`src/rtl/tlb_pkg.sv`:
```
package tlb_pkg;
  localparam int TLB_ENTRIES = 16;
  localparam int VA_W        = 32;
  localparam int PAGE_OFF_W  = 12;
  localparam int VPN_W       = VA_W - PAGE_OFF_W;
  localparam int PPN_W       = VA_W - PAGE_OFF_W;
  localparam int ASID_W      = 8;
  localparam int PERM_W      = 2;
  localparam int PERM_WR     = 0;
  localparam int PERM_USER   = 1;
  localparam int REGION_W    = 3;
  localparam logic [REGION_W-1:0] HIGH_XLAT_CODE = 3'b110;
  localparam int IDX_W       = $clog2(TLB_ENTRIES);
  localparam int CNT_W       = $clog2(TLB_ENTRIES + 1);

  typedef struct packed {
    logic [VPN_W-1:0]  vpn;
    logic [ASID_W-1:0] asid;
    logic              shared;
    logic [PERM_W-1:0] perm;
    logic [PPN_W-1:0]  ppn;
  } tlbEntryT;

  typedef struct packed {
    logic                   purgeAll;
    logic                   loadEntry;
    logic                   clearEntry;
    logic                   loadAsid;
    logic                   capture;
    logic [TLB_ENTRIES-1:0] entrySel;
  } tlbStrobesT;
endpackage

```
`src/rtl/tlb_ctrl.sv`:
```
module tlb_ctrl
  import tlb_pkg::*;
(
  input  logic             clk,
  input  logic             rstN,
  input  logic             reqValid,
  input  logic             wrEn,
  input  logic             wrInvalidate,
  input  logic [IDX_W-1:0] wrIndex,
  input  logic             purge,
  input  logic             asidWrEn,
  output tlbStrobesT       strobes,
  output logic             respValid
);
  logic [TLB_ENTRIES-1:0] selDecode;

  for (genvar i = 0; i < TLB_ENTRIES; i++) begin : gSel
    assign selDecode[i] = (wrIndex == IDX_W'(i));
  end

  always_comb begin
    strobes.purgeAll   = purge;
    strobes.loadEntry  = wrEn && !wrInvalidate && !purge;
    strobes.clearEntry = wrEn &&  wrInvalidate && !purge;
    strobes.loadAsid   = asidWrEn;
    strobes.capture    = reqValid;
    strobes.entrySel   = selDecode;
  end

  always_ff @(posedge clk) begin
    if (!rstN) respValid <= 1'b0;
    else       respValid <= reqValid;
  end

  AST_RESP_AFTER_REQ: assert property (@(posedge clk) disable iff (!rstN)
    reqValid |=> respValid);
  AST_NO_SPURIOUS_RESP: assert property (@(posedge clk) disable iff (!rstN)
    !reqValid |=> !respValid);
  AST_ONE_SLOT_WRITTEN: assert property (@(posedge clk) disable iff (!rstN)
    (strobes.loadEntry || strobes.clearEntry) |-> $onehot(strobes.entrySel));
endmodule

```
`src/rtl/tlb_datapath.sv`:
```
module tlb_datapath
  import tlb_pkg::*;
(
  input  logic              clk,
  input  logic              rstN,
  input  tlbStrobesT        strobes,
  input  logic              modeIsolated,
  input  logic [ASID_W-1:0] asidWrData,
  input  logic [VA_W-1:0]   reqVaddr,
  input  logic              reqWrite,
  input  logic              reqUser,
  input  tlbEntryT          newEntry,
  output logic              respTranslated,
  output logic              respHit,
  output logic              respMiss,
  output logic              respMultiHit,
  output logic              respProtFault,
  output logic [VA_W-1:0]   respPaddr
);
  logic [TLB_ENTRIES-1:0] validQ;
  tlbEntryT               entryQ [TLB_ENTRIES];
  logic [ASID_W-1:0]      curAsidQ;

  logic [VPN_W-1:0]       reqVpn;
  logic [TLB_ENTRIES-1:0] vpnHit;
  logic [TLB_ENTRIES-1:0] asidOk;
  logic [TLB_ENTRIES-1:0] matchVec;
  logic [CNT_W-1:0]       matchCount;
  logic [PPN_W-1:0]       selPpn;
  logic [PERM_W-1:0]      selPerm;
  logic                   selAsidBad;
  logic                   inXlatRegion;
  logic                   asidFault;
  logic                   permFault;

  logic                   nTrans, nHit, nMiss, nMulti, nProt;
  logic [VA_W-1:0]        nPaddr;

  // slot valid bits: purge wins over any slot write
  always_ff @(posedge clk) begin
    if (!rstN)                   validQ <= '0;
    else if (strobes.purgeAll)   validQ <= '0;
    else if (strobes.loadEntry)  validQ <= validQ | strobes.entrySel;
    else if (strobes.clearEntry) validQ <= validQ & ~strobes.entrySel;
  end

  for (genvar i = 0; i < TLB_ENTRIES; i++) begin : gSlot
    always_ff @(posedge clk) begin
      if (!rstN)
        entryQ[i] <= '0;
      else if (strobes.loadEntry && strobes.entrySel[i])
        entryQ[i] <= newEntry;
    end

    assign vpnHit[i]   = validQ[i] && (entryQ[i].vpn == reqVpn);
    assign asidOk[i]   = entryQ[i].shared || (entryQ[i].asid == curAsidQ);
    assign matchVec[i] = vpnHit[i] && (!modeIsolated || asidOk[i]);
  end

  always_ff @(posedge clk) begin
    if (!rstN)                 curAsidQ <= '0;
    else if (strobes.loadAsid) curAsidQ <= asidWrData;
  end

  assign reqVpn       = reqVaddr[VA_W-1:PAGE_OFF_W];
  assign inXlatRegion = !reqVaddr[VA_W-1] ||
                        (reqVaddr[VA_W-1:VA_W-REGION_W] == HIGH_XLAT_CODE);
  assign matchCount   = CNT_W'($countones(matchVec));

  // AND-OR select of the matching slot's fields
  always_comb begin
    selPpn     = '0;
    selPerm    = '0;
    selAsidBad = 1'b0;
    for (int i = 0; i < TLB_ENTRIES; i++) begin
      if (matchVec[i]) begin
        selPpn  = selPpn  | entryQ[i].ppn;
        selPerm = selPerm | entryQ[i].perm;
        if (!asidOk[i]) selAsidBad = 1'b1;
      end
    end
  end

  assign asidFault = !modeIsolated && selAsidBad;
  assign permFault = (reqWrite && !selPerm[PERM_WR]) ||
                     (reqUser  && !selPerm[PERM_USER]);

  always_comb begin
    nTrans = inXlatRegion;
    nHit   = 1'b0;
    nMiss  = 1'b0;
    nMulti = 1'b0;
    nProt  = 1'b0;
    nPaddr = '0;
    if (!inXlatRegion) begin
      nPaddr = {{REGION_W{1'b0}}, reqVaddr[VA_W-REGION_W-1:0]};
    end else if (matchCount == '0) begin
      nMiss = 1'b1;
    end else if (matchCount != CNT_W'(1)) begin
      nMulti = 1'b1;
    end else if (asidFault || permFault) begin
      nProt = 1'b1;
    end else begin
      nHit   = 1'b1;
      nPaddr = {selPpn, reqVaddr[PAGE_OFF_W-1:0]};
    end
  end

  always_ff @(posedge clk) begin
    if (!rstN) begin
      respTranslated <= 1'b0;
      respHit        <= 1'b0;
      respMiss       <= 1'b0;
      respMultiHit   <= 1'b0;
      respProtFault  <= 1'b0;
      respPaddr      <= '0;
    end else if (strobes.capture) begin
      respTranslated <= nTrans;
      respHit        <= nHit;
      respMiss       <= nMiss;
      respMultiHit   <= nMulti;
      respProtFault  <= nProt;
      respPaddr      <= nPaddr;
    end
  end

  AST_PURGE_EMPTIES: assert property (@(posedge clk) disable iff (!rstN)
    strobes.purgeAll |=> (validQ == '0));
  AST_LOAD_MARKS_VALID: assert property (@(posedge clk) disable iff (!rstN)
    (strobes.loadEntry && !strobes.purgeAll) |=>
      ((validQ & $past(strobes.entrySel)) == $past(strobes.entrySel)));
  AST_ASID_LOADED: assert property (@(posedge clk) disable iff (!rstN)
    strobes.loadAsid |=> (curAsidQ == $past(asidWrData)));
  AST_SINGLE_OUTCOME: assert property (@(posedge clk) disable iff (!rstN)
    $onehot0({respHit, respMiss, respMultiHit, respProtFault}));
  AST_BYPASS_QUIET: assert property (@(posedge clk) disable iff (!rstN)
    !respTranslated |-> !(respHit || respMiss || respMultiHit || respProtFault));
  AST_HIT_KEEPS_OFFSET: assert property (@(posedge clk) disable iff (!rstN)
    strobes.capture |=>
      (!respHit || respPaddr[PAGE_OFF_W-1:0] == $past(reqVaddr[PAGE_OFF_W-1:0])));
endmodule

```
`src/rtl/asid_tlb.sv`:
```
module asid_tlb
  import tlb_pkg::*;
(
  input  logic              clk,
  input  logic              rstN,
  input  logic              modeIsolated,
  input  logic              asidWrEn,
  input  logic [ASID_W-1:0] asidWrData,
  input  logic              reqValid,
  input  logic [VA_W-1:0]   reqVaddr,
  input  logic              reqWrite,
  input  logic              reqUser,
  input  logic              wrEn,
  input  logic              wrInvalidate,
  input  logic [IDX_W-1:0]  wrIndex,
  input  logic [VPN_W-1:0]  wrVpn,
  input  logic [ASID_W-1:0] wrAsid,
  input  logic              wrShared,
  input  logic [PERM_W-1:0] wrPerm,
  input  logic [PPN_W-1:0]  wrPpn,
  input  logic              purge,
  output logic              respValid,
  output logic              respTranslated,
  output logic              respHit,
  output logic              respMiss,
  output logic              respMultiHit,
  output logic              respProtFault,
  output logic [VA_W-1:0]   respPaddr
);
  tlbStrobesT strobes;
  tlbEntryT   newEntry;

  assign newEntry = '{vpn: wrVpn, asid: wrAsid, shared: wrShared,
                      perm: wrPerm, ppn: wrPpn};

  tlb_ctrl u_ctrl (
    .clk          (clk),
    .rstN         (rstN),
    .reqValid     (reqValid),
    .wrEn         (wrEn),
    .wrInvalidate (wrInvalidate),
    .wrIndex      (wrIndex),
    .purge        (purge),
    .asidWrEn     (asidWrEn),
    .strobes      (strobes),
    .respValid    (respValid)
  );

  tlb_datapath u_dp (
    .clk            (clk),
    .rstN           (rstN),
    .strobes        (strobes),
    .modeIsolated   (modeIsolated),
    .asidWrData     (asidWrData),
    .reqVaddr       (reqVaddr),
    .reqWrite       (reqWrite),
    .reqUser        (reqUser),
    .newEntry       (newEntry),
    .respTranslated (respTranslated),
    .respHit        (respHit),
    .respMiss       (respMiss),
    .respMultiHit   (respMultiHit),
    .respProtFault  (respProtFault),
    .respPaddr      (respPaddr)
  );
endmodule

```
`config.mk`:
```
export PLATFORM = sky130hd
export DESIGN_NAME = asid_tlb
export DESIGN_NICKNAME = d
export VERILOG_FILES = /design/src/rtl/tlb_pkg.sv /design/src/rtl/tlb_ctrl.sv /design/src/rtl/tlb_datapath.sv /design/src/rtl/asid_tlb.sv
export SDC_FILE = /design/constraint.sdc
export NUM_CORES = 2
export LEC_CHECK = 0
export ABC_CLOCK_PERIOD_IN_PS = 17300
export BUFFER_PORTS_ARGS = -buffer_cell sky130_fd_sc_hd__buf_2
export CAP_MARGIN = 20
export CORE_MARGIN = 4
export CORE_UTILIZATION = 35
export CTS_CLUSTER_DIAMETER = 40
export DETAILED_ROUTE_END_ITERATION = 8
export GPL_ROUTABILITY_DRIVEN = 0
export PLACE_DENSITY = 0.48
export SLEW_MARGIN = 20
export SYNTH_ARGS = -nofsm -noshare
export SYNTH_HDL_FRONTEND = slang
export SYNTH_SLANG_ARGS = --single-unit
```
`constraint.sdc`:
```
create_clock -name clk -period 17.3 [get_ports clk]
set_clock_uncertainty 0.1 [all_clocks]
set_input_delay 1.73 -clock clk [delete_from_list [all_inputs] [get_ports clk]]
set_output_delay 1.73 -clock clk [all_outputs]
set_load 0.02 [all_outputs]
```
==> metrics.csv <==
stage;metric;value;unit
worst_setup_path;regToRegEndpoint;u_dp.respPaddr[17]$_SDFFE_PN0P_;
timing;whs;0.386;ns
worst_setup_path;required;17.86;ns
die;dieHeight;354;µm
die;die_x;354;µm
synth;synth_top_family_by_area;simple AND/OR/NAND/NOR gates;
timing;tightestPinTransition;1.17;ns
worst_setup_path;critPathBufInv;6;
route;via_per_inst;5.48;
timing;slew_violations;0;
layout;layout.nets;3555;
grt;grt_max_degree;59;
route;ant_nets;0;
layout;drive_gt1_frac;0.152;
layout;multi_input_area;15400;µm²
clocking;root_buffer;clkbuf_16;
route;drtIter0Drc;3138;
synth;ys.warnings.count;0;
timing;period_needed;9.30;ns
synth;yosys_most_used_dff;edfxtp_1;
grt;grt_pass1_vias;28394;
timing;rsz0062_at_grt;false;
grt;track_usage;0.248;
worst_setup_path;r2r_start;u_dp.curAsidQ[0]$_SDFFE_PN0P_;
clocking;cts_tree;built;
clocking;cts_resized;0;
worst_setup_path;start_kind;input pin;
synth;synth_top_cell_area_share;0.585;
layout;area_growth;18.4;%
pwr;p_leak;17.6;nW
synth;yosys.area_share.simple;0.195;
timing;setup_viol;0;
worst_setup_path;worst-path-stages;25;
synth;synth_xor_area_frac;0.0933;
clocking;clock_path_buffers;3;
synth;synth_common_cells;and2_1, edfxtp_1, xor2_1, clkbuf_1, xnor2_1;
synth;syn_nets;3431;
grt;grt_pass1_wl;220000;µm
route;drtPass1Iterations;6;
route;wl_per_cell;30.5;µm
synth;ys_ff_latch;878;
synth;syn_avg_cell_area;12.7;µm²
synth;synthMuxAreaShare;0.00191;
layout;fillers;10884;
worst_setup_path;crit_type;input pin to flop;
timing;final.setup.tns;0;ns
synth;syn_inst;3302;
synth;synth.cell_area;41900;µm²
synth;synth.distinct_cells;69;
worst_setup_path;cpLargestDelayFamily;adder cells;
grt;grt.overflow.total;0;
pwr;power;0.00582;W
timing;fmax;108;MHz
placement;place_hpwl;91600;µm
clocking;post_cts.repair.setup_buffers;0;
timing;max_slew_margin;0.221;
route;vias;28212;
worst_setup_path;crit_fanout;21;
synth;synth_top_area_cell;edfxtp_1;
synth;async_reset_ff_frac;0;
timing;finalCritPeriodShare;0.537;
clocking;cts_inserted_buffers;144;
synth;synth-edff-count;816;
worst_setup_path;cp_slowest_cell;a2111oi_0;
route;drcViolationCount;0;
worst_setup_path;crit_arrival;9.85;ns
run_status;status;completed;
placement;port_buffers;142;
die;rows;126;
worst_setup_path;r2r_slack;8.80;ns
clocking;cts_htree_levels;4;
layout;final_area;49500;µm²
timing;finalHoldViolCount;0;
die;dieArea;125000;µm²
worst_setup_path;reg2regPathDepth;23;
worst_setup_path;worst_path_largest_cell_delay;0.68;ns
worst_setup_path;crit_path_frequent_cell;fa_1;
route;drt-total-wl;157000;µm
clocking;clk-insertion-delay-late;0.75;ns
synth;yosysMostFrequentCell;and2_1;
hold_path;hold_class;flop to flop;
pwr;power_density;117;nW/µm²
job;maxCapViolCount;0;
placement;dpl_cell_area;44500;µm²
synth;ys_top_cells_by_area;edfxtp_1, and2_1, xor2_1;
worst_setup_path;endpoint;u_dp.respPaddr[17]$_SDFFE_PN0P_;
die;start_util;0.354;
worst_setup_path;end_kind;flop;
worst_setup_path;critPathLaunch;reqVaddr[17];
synth;synth_compound_area_frac;0.0592;
clocking;cts.sinks;878;
layout;final-seq-area;25700;µm²
grt;antenna_found_initial;22;
clocking;cts.clk_slew.worst_paths;0.05;ns
pwr;ir_drop;0.0000946;V
die;coreArea;118000;µm²
die;boundaryPins;143;
synth;yosys.area_share.adder;0.00915;
clocking;hold_buffers;0;
synth;ys_seq_area_frac;0.615;
registers in the layout, indices dropped and copies added, names as in the netlist, named ones only:
name and cells:
u_dp.respMultiHit 1, u_dp.respProtFault 1, u_dp.respHit 1, u_dp.respTranslated 1, u_ctrl.respValid 1, u_dp.curAsidQ 8
u_dp.respPaddr 32, u_dp.respMiss 1, u_dp.entryQ 816
power breakdown:
part	switching, W	internal, W	total, W
registers	0.0000459	0.00243	0.00248
logic	0.000263	0.0000959	0.000359
clock network	0.00110	0.00188	0.00298
worst min path at each step:
| stage | startpoint | end | slack, ns | depth (start not counted) |
|---|---|---|---|---|
| 2_1_floorplan | flop | flop | 0.34 | 2 |
| 3_3_place_gp | flop | flop | 0.38 | 2 |
| 3_5_place_dp | flop | flop | 0.38 | 2 |
| 4_1_cts | flop | flop | 0.39 | 2 |
| 5_1_grt | flop | flop | 0.42 | 2 |
| 6_report | flop | flop | 0.39 | 2 |
logic make-up (layout without fill, tap and decap cells):
family	Yosys count	count (layout)
and+or+nand+nor	1366	1366
muxes	8	8
DFF	878	878
buffers and inverters	265	509
AOI/OAI and AO/OA	315	315
xor gates and xnor gates	446	446
adders and majority gates	24	24
other	0	4
stage by stage:
step,setup slack (ns),cells,util
6_report,8.00,5150,0.418
2_1_floorplan,8.78,3302,-
3_3_place_gp,7.13,4880,0.376
5_1_grt,7.59,5146,0.418
4_1_cts,7.75,5146,0.418
3_5_place_dp,6.94,4880,0.376
layout make-up:
type,instances,area share
inverters,24,0.00182
flip-flops and latches,878,0.520
clock inverters,101,0.0244
repair buffers,219,0.0261
diodes,4,0.000202
multi-input cells,2159,0.310
well taps,1600,0.0404
clock buffers,165,0.0773
worst min-delay path, cell delays in order (launching register included):
cell,delay [ns]
dfxtp_1,0.32
nand2_1,0.06
a21oi_1,0.05
cell usage in the layout, fill, tap and decap left out, drive strengths merged, types with 6 or more instances in the layout:
cell type	count
and2	817
edfxtp	816
xor2	272
buf	219
xnor2	174
clkbuf	165
nand2	114
nor4	87
nand4	77
a22oi	75
nand3	67
dfxtp	62
a21oi	53
nor2	48
a22o	47
clkinv	47
inv	46
a221oi	43
nor3	26
nand2b	24
and3	24
nor2b	21
bufinv	18
o21ai	17
clkinvlp	14
ha	13
a2111oi	13
or4	12
a32oi	12
nor4b	11
fa	11
o221ai	10
and4	9
a211oi	9
mux2i	8
and4b	6
routing by layer:
metal / GRT usage / vias up / wire length (µm)
met5: 0 / - / 26
met4: 0.0754 / 4 / 4460
met1: 0.338 / 14500 / 66700
li1: - / 12146 / -
met2: 0.402 / 1301 / 73600
met3: 0.0470 / 261 / 12500
Note: power is estimated with default switching activity, not from simulation.
